<file path="src/rtl/vwin_pkg.sv">
package vwin_pkg;
  parameter int ADDR_W   = 32;
  parameter int BASE_W   = 12;
  parameter int CODE_W   = 4;
  parameter int NWIN     = 3;
  parameter int MAX_CODE = 11;
  parameter int CFG_AW   = 8;
  parameter int IO_OFF   = 'h00;
  parameter int WIN_OFF0 = 'h50;
  parameter int OFF_STEP = 4;

  localparam int SHIFT_LO = ADDR_W - BASE_W;
  localparam int FIELD_W  = BASE_W + CODE_W;
  localparam int IDX_W    = $clog2(NWIN + 1);

  typedef struct packed {
    logic [BASE_W-1:0] base;
    logic [CODE_W-1:0] code;
  } win_cfg_t;
endpackage

</file>
<file path="src/rtl/vwin_regs.sv">
module vwin_regs
  import vwin_pkg::*;
(
  input  logic                       clk,
  input  logic                       rst,
  input  logic                       cfg_we,
  input  logic [CFG_AW-1:0]          cfg_addr,
  input  logic [ADDR_W-1:0]          cfg_wdata,
  output logic [ADDR_W-1:0]          cfg_rdata,
  output win_cfg_t [NWIN-1:0]        win_cfg
);
  win_cfg_t io_cfg;
  win_cfg_t wr_field;
  win_cfg_t rd_field;

  assign wr_field = cfg_wdata[ADDR_W-1 -: FIELD_W];

  always_ff @(posedge clk) begin
    if (rst)
      io_cfg <= '0;
    else if (cfg_we && cfg_addr == CFG_AW'(IO_OFF))
      io_cfg <= wr_field;
  end

  for (genvar i = 0; i < NWIN; i++) begin : g_win
    localparam logic [CFG_AW-1:0] MY_OFF = CFG_AW'(WIN_OFF0 + OFF_STEP * i);
    always_ff @(posedge clk) begin
      if (rst)
        win_cfg[i] <= '0;
      else if (cfg_we && cfg_addr == MY_OFF)
        win_cfg[i] <= wr_field;
    end
  end

  always_comb begin
    rd_field = '0;
    if (cfg_addr == CFG_AW'(IO_OFF))
      rd_field = io_cfg;
    for (int i = 0; i < NWIN; i++)
      if (cfg_addr == CFG_AW'(WIN_OFF0 + OFF_STEP * i))
        rd_field = win_cfg[i];
  end

  always_ff @(posedge clk) begin
    if (rst)
      cfg_rdata <= '0;
    else
      cfg_rdata <= {rd_field, {(ADDR_W-FIELD_W){1'b0}}};
  end
endmodule

</file>
<file path="src/rtl/vwin_match.sv">
module vwin_match
  import vwin_pkg::*;
(
  input  logic [ADDR_W-1:0] addr,
  input  win_cfg_t          cfg,
  output logic              hit,
  output logic [ADDR_W-1:0] offset
);
  localparam int LW = ADDR_W + 1;

  logic [ADDR_W-1:0] base_full;
  logic [LW-1:0]     limit;
  logic              legal;

  assign base_full = {cfg.base, {SHIFT_LO{1'b0}}};
  assign offset    = addr - base_full;
  assign legal     = (cfg.code <= CODE_W'(MAX_CODE));
  assign limit     = LW'(1) << (SHIFT_LO + int'(cfg.code));
  assign hit       = legal && ({1'b0, offset} < limit);
endmodule

</file>
<file path="src/rtl/vwin_decoder.sv">
module vwin_decoder
  import vwin_pkg::*;
(
  input  logic              clk,
  input  logic              rst,
  input  logic              cfg_we,
  input  logic [7:0]        cfg_addr,
  input  logic [31:0]       cfg_wdata,
  output logic [31:0]       cfg_rdata,
  input  logic              req_valid,
  input  logic [31:0]       req_addr,
  output logic              rsp_valid,
  output logic              rsp_hit,
  output logic              rsp_miss,
  output logic [1:0]        rsp_win,
  output logic [31:0]       rsp_local
);
  win_cfg_t [NWIN-1:0] win_cfg;
  logic [NWIN-1:0]     win_hit;
  logic [ADDR_W-1:0]   win_off [NWIN];

  logic                sel_hit;
  logic [IDX_W-1:0]    sel_idx;
  logic [ADDR_W-1:0]   sel_off;

  vwin_regs u_regs (
    .clk       (clk),
    .rst       (rst),
    .cfg_we    (cfg_we),
    .cfg_addr  (cfg_addr),
    .cfg_wdata (cfg_wdata),
    .cfg_rdata (cfg_rdata),
    .win_cfg   (win_cfg)
  );

  for (genvar i = 0; i < NWIN; i++) begin : g_match
    vwin_match u_match (
      .addr   (req_addr),
      .cfg    (win_cfg[i]),
      .hit    (win_hit[i]),
      .offset (win_off[i])
    );
  end

  // Scan from the top so the lowest-numbered hit is the last to land.
  always_comb begin
    sel_hit = 1'b0;
    sel_idx = '0;
    sel_off = '0;
    for (int i = NWIN - 1; i >= 0; i--) begin
      if (win_hit[i]) begin
        sel_hit = 1'b1;
        sel_idx = IDX_W'(i + 1);
        sel_off = win_off[i];
      end
    end
  end

  always_ff @(posedge clk) begin
    if (rst) begin
      rsp_valid <= 1'b0;
      rsp_hit   <= 1'b0;
      rsp_miss  <= 1'b0;
      rsp_win   <= '0;
      rsp_local <= '0;
    end else begin
      rsp_valid <= req_valid;
      rsp_hit   <= req_valid && sel_hit;
      rsp_miss  <= req_valid && !sel_hit;
      rsp_win   <= (req_valid && sel_hit) ? sel_idx : '0;
      rsp_local <= (req_valid && sel_hit) ? sel_off : '0;
    end
  end
endmodule

</file>
<file path="config.mk">
export PLATFORM = sky130hd
export DESIGN_NAME = vwin_decoder
export DESIGN_NICKNAME = d
export VERILOG_FILES = /design/src/rtl/vwin_pkg.sv /design/src/rtl/vwin_regs.sv /design/src/rtl/vwin_match.sv /design/src/rtl/vwin_decoder.sv
export SDC_FILE = /design/constraint.sdc
export NUM_CORES = 1
export LEC_CHECK = 0
export ABC_AREA = 1
export BUFFER_PORTS_ARGS = -buffer_cell sky130_fd_sc_hd__buf_2
export CELL_PAD_IN_SITES_DETAIL_PLACEMENT = 2
export CELL_PAD_IN_SITES_GLOBAL_PLACEMENT = 2
export CORE_MARGIN = 1
export CORE_UTILIZATION = 33
export DETAILED_ROUTE_END_ITERATION = 7
export GPL_TIMING_DRIVEN = 1
export PLACE_DENSITY = 0.89
export SLEW_MARGIN = 10
export SYNTH_ARGS = -nofsm -noshare
export SYNTH_HDL_FRONTEND = slang
export SYNTH_SLANG_ARGS = --single-unit
</file>
<file path="constraint.sdc">
create_clock -name clk -period 6.35 [get_ports clk]
set_input_delay 1.27 -clock clk [delete_from_list [all_inputs] [get_ports clk]]
set_output_delay 1.27 -clock clk [all_outputs]
set_load 0.05 [all_outputs]
</file>
; Word-level counts from Yosys, hierarchy flattened
; Cells that the tools add are included.
[totals]
inputBits = 76
register_bits = 133
elab_cells = 61
out_inout_bits = 69
[classes]
n_shift = 3
n_bitwise = 1
muxes = 13
reduce_logical = 13
n_lt_le_gt_ge = 6
n_eq_ne = 3
addsub = 6
[op_table]
columns = cell, count
row1 = less-than comparator 32 x 33 -> 1 bit, 3
row2 = "left shift 1 x 32 -> 33 bit, first input constant", 3
row3 = 2-to-1 mux 32 bit, 3
row4 = subtractor 32 bit, 3
row5 = 2-to-1 mux 16 bit, 4
row6 = "equality test 8 x 7 -> 1 bit, second input constant", 3
row7 = "adder 5 x 4 -> 6 bit, first input constant", 3
row8 = "<= comparator 4 bit, second input constant", 3
row9 = logical AND 1 bit, 9
row10 = logical NOT 8 bit, 1
row11 = 2-to-1 mux 1 bit, 4
row12 = 2-to-1 mux 2 bit, 2
row13 = OR reduction 3 bit, 1
row14 = OR reduction 2 bit, 1
row15 = logical NOT 1 bit, 1
row16 = NOT 1 bit, 1

; Depth between registers and ports, before layout
[depth]
ltp_word = 10
mapped_depth = 23
depth_no_buf = 23

; Modules after synthesis
; A second synthesis with hierarchy kept.
[unflattened]
cells_unflattened = 1558
hier_area_um2 = 9643.0
[modules_own_cells]
columns = mod, seq_area_each_um2, area_per_inst_um2, n_inst, cells_each
row1 = vwin_regs, 1601.5, 3504.6, 1, 485
row2 = vwin_match (g_match[1].u_match ...), 0.0, 1365.1, 2, 237
row3 = vwin_decoder, 740.7, 2040.7, 1, 361
row4 = vwin_match (g_match[0].u_match), 0.0, 1367.6, 1, 238

; Worst setup path before layout
; OpenSTA, ideal clock, no wires.
[synth_timing]
kind = input -> register
from = input req_addr[20]
to = register rsp_local[21]
required_time_ns = 6.239
arrival_time_ns = 3.905
path_slack_ns = 2.334
n_path_buf = 1
cell_stages = 20
setup_ns = 0.111
cell_sequence = inv_1 -> ha_1 -> fa_1 -> o31ai_1 -> nand2_1 -> nand2_1 -> nand2_1 -> nand2_1 -> inv_1 -> ha_1 -> a21oi_1 -> o21a_1 -> nor2_1 -> nor2_1 -> nand2_1 -> inv_1 -> buf_2 -> nand2_1 -> nand3_1 -> nor2_1
[synth_via]
elab_chain_cells = 9
elab_cells_between_ends = 18
cone_classes = add/sub: 3 / order compare: 3 / mux: 6 / bitwise: 1 / reduce/logical: 5
[synth_lines]
columns = element, line
row1 = start: declaration, vwin_decoder.sv:11  ; input logic [31:0] req_addr,
row2 = subtractor 32 bit, vwin_match.sv:16  ; assign offset = addr - base_full;
row3 = less-than comparator 32 x 33 -> 1 bit, vwin_match.sv:19  ; assign hit = legal && ({1'b0, offset} < limit);
row4 = logical AND 1 bit, vwin_match.sv:19
row5 = 2-to-1 mux 1 bit (3 in a row), vwin_decoder.sv:51  ; if (win_hit[i]) begin
row6 = logical AND 1 bit, vwin_decoder.sv:71  ; rsp_local <= (req_valid && sel_hit) ? sel_off : '0;
row7 = NOT 1 bit (no line), -
row8 = OR reduction 2 bit (no line), -
row9 = end signal: assignment, vwin_decoder.sv:71
row10 = end: declaration, vwin_decoder.sv:16  ; output logic [31:0] rsp_local
; Several ways; a longest one is shown, not always the timed one.
; A chain may end at the register's enable or synchronous reset.

; Worst setup path in the final report
[layout_timing]
from = input req_addr[20]
to = register rsp_local[20]
; The elaborated chain is that of the path after synthesis.

==> results.sh <==
export IMPL_status="complete, no violations"
export IMPL_ys_ff_latch=117
export IMPL_yosysUniqueCellTypes=41
export IMPL_worstHoldPathType="reg2reg"
export IMPL_post_place_ws_ns=1.199
export IMPL_crit_top_cell="nand2_1"
export IMPL_cts_buffer_depth=2
export IMPL_wl_um=33980
export IMPL_fin_area_um2=9544
export IMPL_hold_violations=0
export IMPL_skew_ns=0.009546
export IMPL_critical_path_max_stage_delay_ns=0.54
export IMPL_powerDensity_nw_per_um2=235.0
export IMPL_final_cells=1664
export IMPL_power_leakage_nw=4.579
export IMPL_place_gp_congestion=0.8518
export IMPL_max_freq_mhz=209.2
export IMPL_hold_end="u_regs.win_cfg[12]"
export IMPL_critPathCaptureType="register"
export IMPL_period_minus_slack_ns=4.780
export IMPL_internal_power_mw=1.465
export IMPL_ir_drop_v=0.0001115
export IMPL_synth_edf_count=0
export IMPL_setup_viol=0
export IMPL_rr_startpoint="u_regs.win_cfg[4]"
export IMPL_root_buffer="clkbuf_16"
export IMPL_r2r_cells=16
export IMPL_timing_rr_end="rsp_local[20]"
export IMPL_antenna_found_initial=0
export IMPL_critPathMaxFanout=16
export IMPL_cts_buffers=17
export IMPL_io_pins=145
export IMPL_detail_route_antenna_nets=0
export IMPL_power_switching_mw=0.7775
export IMPL_max_slew_margin_pct=28.87
export IMPL_netlist_area_leader_share_pct=28.64
export IMPL_clock_sinks=117
export IMPL_numPlacedInstances=1633
export IMPL_clk_pin_slew_worst_paths_ns=0.06
export IMPL_synth_cells=1225
export IMPL_synth_top_flop_cell="dfxtp_1"
export IMPL_cap_violations=0
export IMPL_area_growth_synth_to_final_pct=16.69
export IMPL_ys_warn_count=0
export IMPL_slew_violations=0
export IMPL_vias=8737
export IMPL_drtIter0Drc=470
export IMPL_p_seq_share_pct=33.7
export IMPL_coreArea_um2=24320
export IMPL_mostFrequentLayoutCell="nand2_1"
export IMPL_cts_setup_buffers=0
export IMPL_total_power_mw=2.243
export IMPL_syn_area_um2=8179
export IMPL_num_nets_final=1496
export IMPL_worst_path_dominant_cell_family="adder cells"
export IMPL_cts_resized=0
export IMPL_grt_max_degree=49
export IMPL_grt_setup_unrepaired="false"
export IMPL_synthTopCellsByArea="dfxtp_1, ha_1, nand2_1"
export IMPL_critPathKind="in2reg"
export IMPL_routed_via_density=5.251
export IMPL_drtPass1Iterations=5
export IMPL_cts_tree="built"
export IMPL_hpwl_um=26280
export IMPL_syn_area_per_cell_um2=6.677
export IMPL_arrival_ns=5.12
export IMPL_nFillCells=2947
export IMPL_finalCritPeriodShare_pct=75.27
export IMPL_worst_pin_slew_ns=1.064
export IMPL_yosysTopAreaCell="dfxtp_1"
export IMPL_grt_usage_pct=27.20
export IMPL_die_w_um=159.4
export IMPL_drcViolationCount=0
export IMPL_layout_common_cells="nand2_1, inv_1, nor2_1"
export IMPL_grt_pass1_vias=9672
export IMPL_combPwrFrac_pct=22.0
export IMPL_setup_ws_ns=1.570
export IMPL_swShare_pct=34.67
export IMPL_insertion_delay_ns=0.44
export IMPL_num_antenna_cells=0
export IMPL_cp_cell_sequence="buf_2 -> inv_1 -> ha_1 -> fa_1 -> o31ai_1 -> xor2_1 -> inv_1 -> ha_1 -> a21oi_1 -> nand2_1 -> a21oi_1 -> nand2_1 -> nand2_1 -> nand2_1 -> inv_1 -> nand2_1 -> nand3_1 -> nor2_1"
export IMPL_hold_depth=2
export IMPL_cts_max_level=4
export IMPL_p_clk_share_pct=44.3
export IMPL_slowest_stage="inv_1"
export IMPL_hold_buffers=0
export IMPL_die_area_um2=25420
export IMPL_min_from="u_regs.win_cfg[12]"
export IMPL_wire_per_inst_um=20.42
export IMPL_numPortBuffers=112
export IMPL_placed_cell_area_um2=8965
export IMPL_cp_num_buf_inv=4
export IMPL_die_h_um=159.4
export IMPL_seq_area_frac_synth_pct=28.64
export IMPL_drive_above_1_share_pct=13.51
export IMPL_fp_row_count=57
export IMPL_grt_ovfl_total=0
export IMPL_grt_pass1_wl_um=53060
export IMPL_worst_ep_required_time_ns=6.69
export IMPL_cp_start_kind="input pin"
export IMPL_tns_ns=0
export IMPL_reg2reg_slack_ns=2.23
export IMPL_initial_core_util_pct=33.63
export IMPL_ys_async_sr_fraction_pct=0
## area by class of cell
type                    instances  area [um^2]  area share, %
flip-flops and latches        117         2342          24.54
clock inverters                14        153.9          1.612
inverters                     184        690.7          7.236
multi-input cells             893         4943          51.80
well taps                     324        405.4          4.248
clock buffers                  17        425.4          4.457
repair buffers                115        583.1          6.109
## logic make-up after synthesis
kind of cell / synth area share (%)
adder cells (fa/ha/maj): 14.35
other: 0.09182
XOR/XNOR: 2.142
flip-flops: 28.64
buffers and inverters: 11.78
AND/OR/NAND/NOR: 30.63
AO/OA/AOI/OAI: 12.38
## sequential cells by signal (all words and copies together), names as in the netlist
register,cells
rsp_valid,1
u_regs.win_cfg,48
rsp_hit,1
rsp_miss,1
rsp_win,2
u_regs.io_cfg,16
rsp_local,32
u_regs.cfg_rdata,16
## routing by layer
layer,GRT usage [%],vias up,share of wire (%)
met2,49.64,243,50
met3,4.793,76,3.4
met1,30.56,4303,42
met5,0,-,0
li1,-,4115,-
met4,12.72,0,4.4
## power by group through the flow
| stage | combinational [mW] | clock (mW) | sequential, mW |
|---|---|---|---|
| after floorplan | 0.282 | 0 | 0.829 |
| after detailed placement | 0.483 | 0 | 0.772 |
| after global placement | 0.456 | 0 | 0.771 |
| after CTS | 0.494 | 1.01 | 0.756 |
| final | 0.493 | 0.994 | 0.756 |
| after global routing | 0.537 | 1.04 | 0.757 |
## worst reg2reg max path, stage by stage, from the launching register on
cell     delay [ns]
dfxtp_1        0.35
ha_1           0.26
fa_1           0.45
o31ai_1        0.42
xor2_1         0.32
inv_1          0.09
ha_1           0.35
a21oi_1        0.16
nand2_1        0.08
a21oi_1        0.14
nand2_1        0.10
nand2_1        0.07
nand2_1        0.32
inv_1          0.54
nand2_1        0.15
nand3_1        0.16
nor2_1         0.06
## Yosys cell counts (5+ instances only)
| master | instances |
|---|---|
| nor2_1 | 138 |
| clkbuf_1 | 21 |
| nor2_2 | 20 |
| o211ai_1 | 7 |
| a21oi_1 | 70 |
| nand2_1 | 295 |
| xnor2_1 | 9 |
| dfxtp_1 | 117 |
| xor2_1 | 11 |
| nand3_1 | 73 |
| ha_1 | 89 |
| o21ai_0 | 62 |
| o21bai_1 | 5 |
| buf_4 | 16 |
| inv_1 | 182 |
| a21o_1 | 5 |
| nand4_1 | 14 |
| nor3_1 | 27 |
| buf_2 | 8 |
| a211oi_1 | 14 |
| a41oi_1 | 8 |
## how the worst max path moves through the flow
stage	start	end	cells after the start
2_1_floorplan	req_addr[20]	rsp_local[21]	20
3_3_place_gp	req_addr[20]	rsp_win[1]	17
3_5_place_dp	req_addr[20]	rsp_hit	17
4_1_cts	req_addr[20]	rsp_local[20]	20
5_1_grt	req_addr[20]	rsp_local[23]	20
6_report	req_addr[20]	rsp_local[20]	18
## metrics by stage
step	util [%]	hold WS, ns
finish	39.24	0.4881
global route	39.24	0.5148
detailed placement	36.86	0.4822
global placement	36.86	0.4650
CTS	39.24	0.4884
floorplan	-	0.4444
No activity file was read; power rests on OpenSTA's default activity.
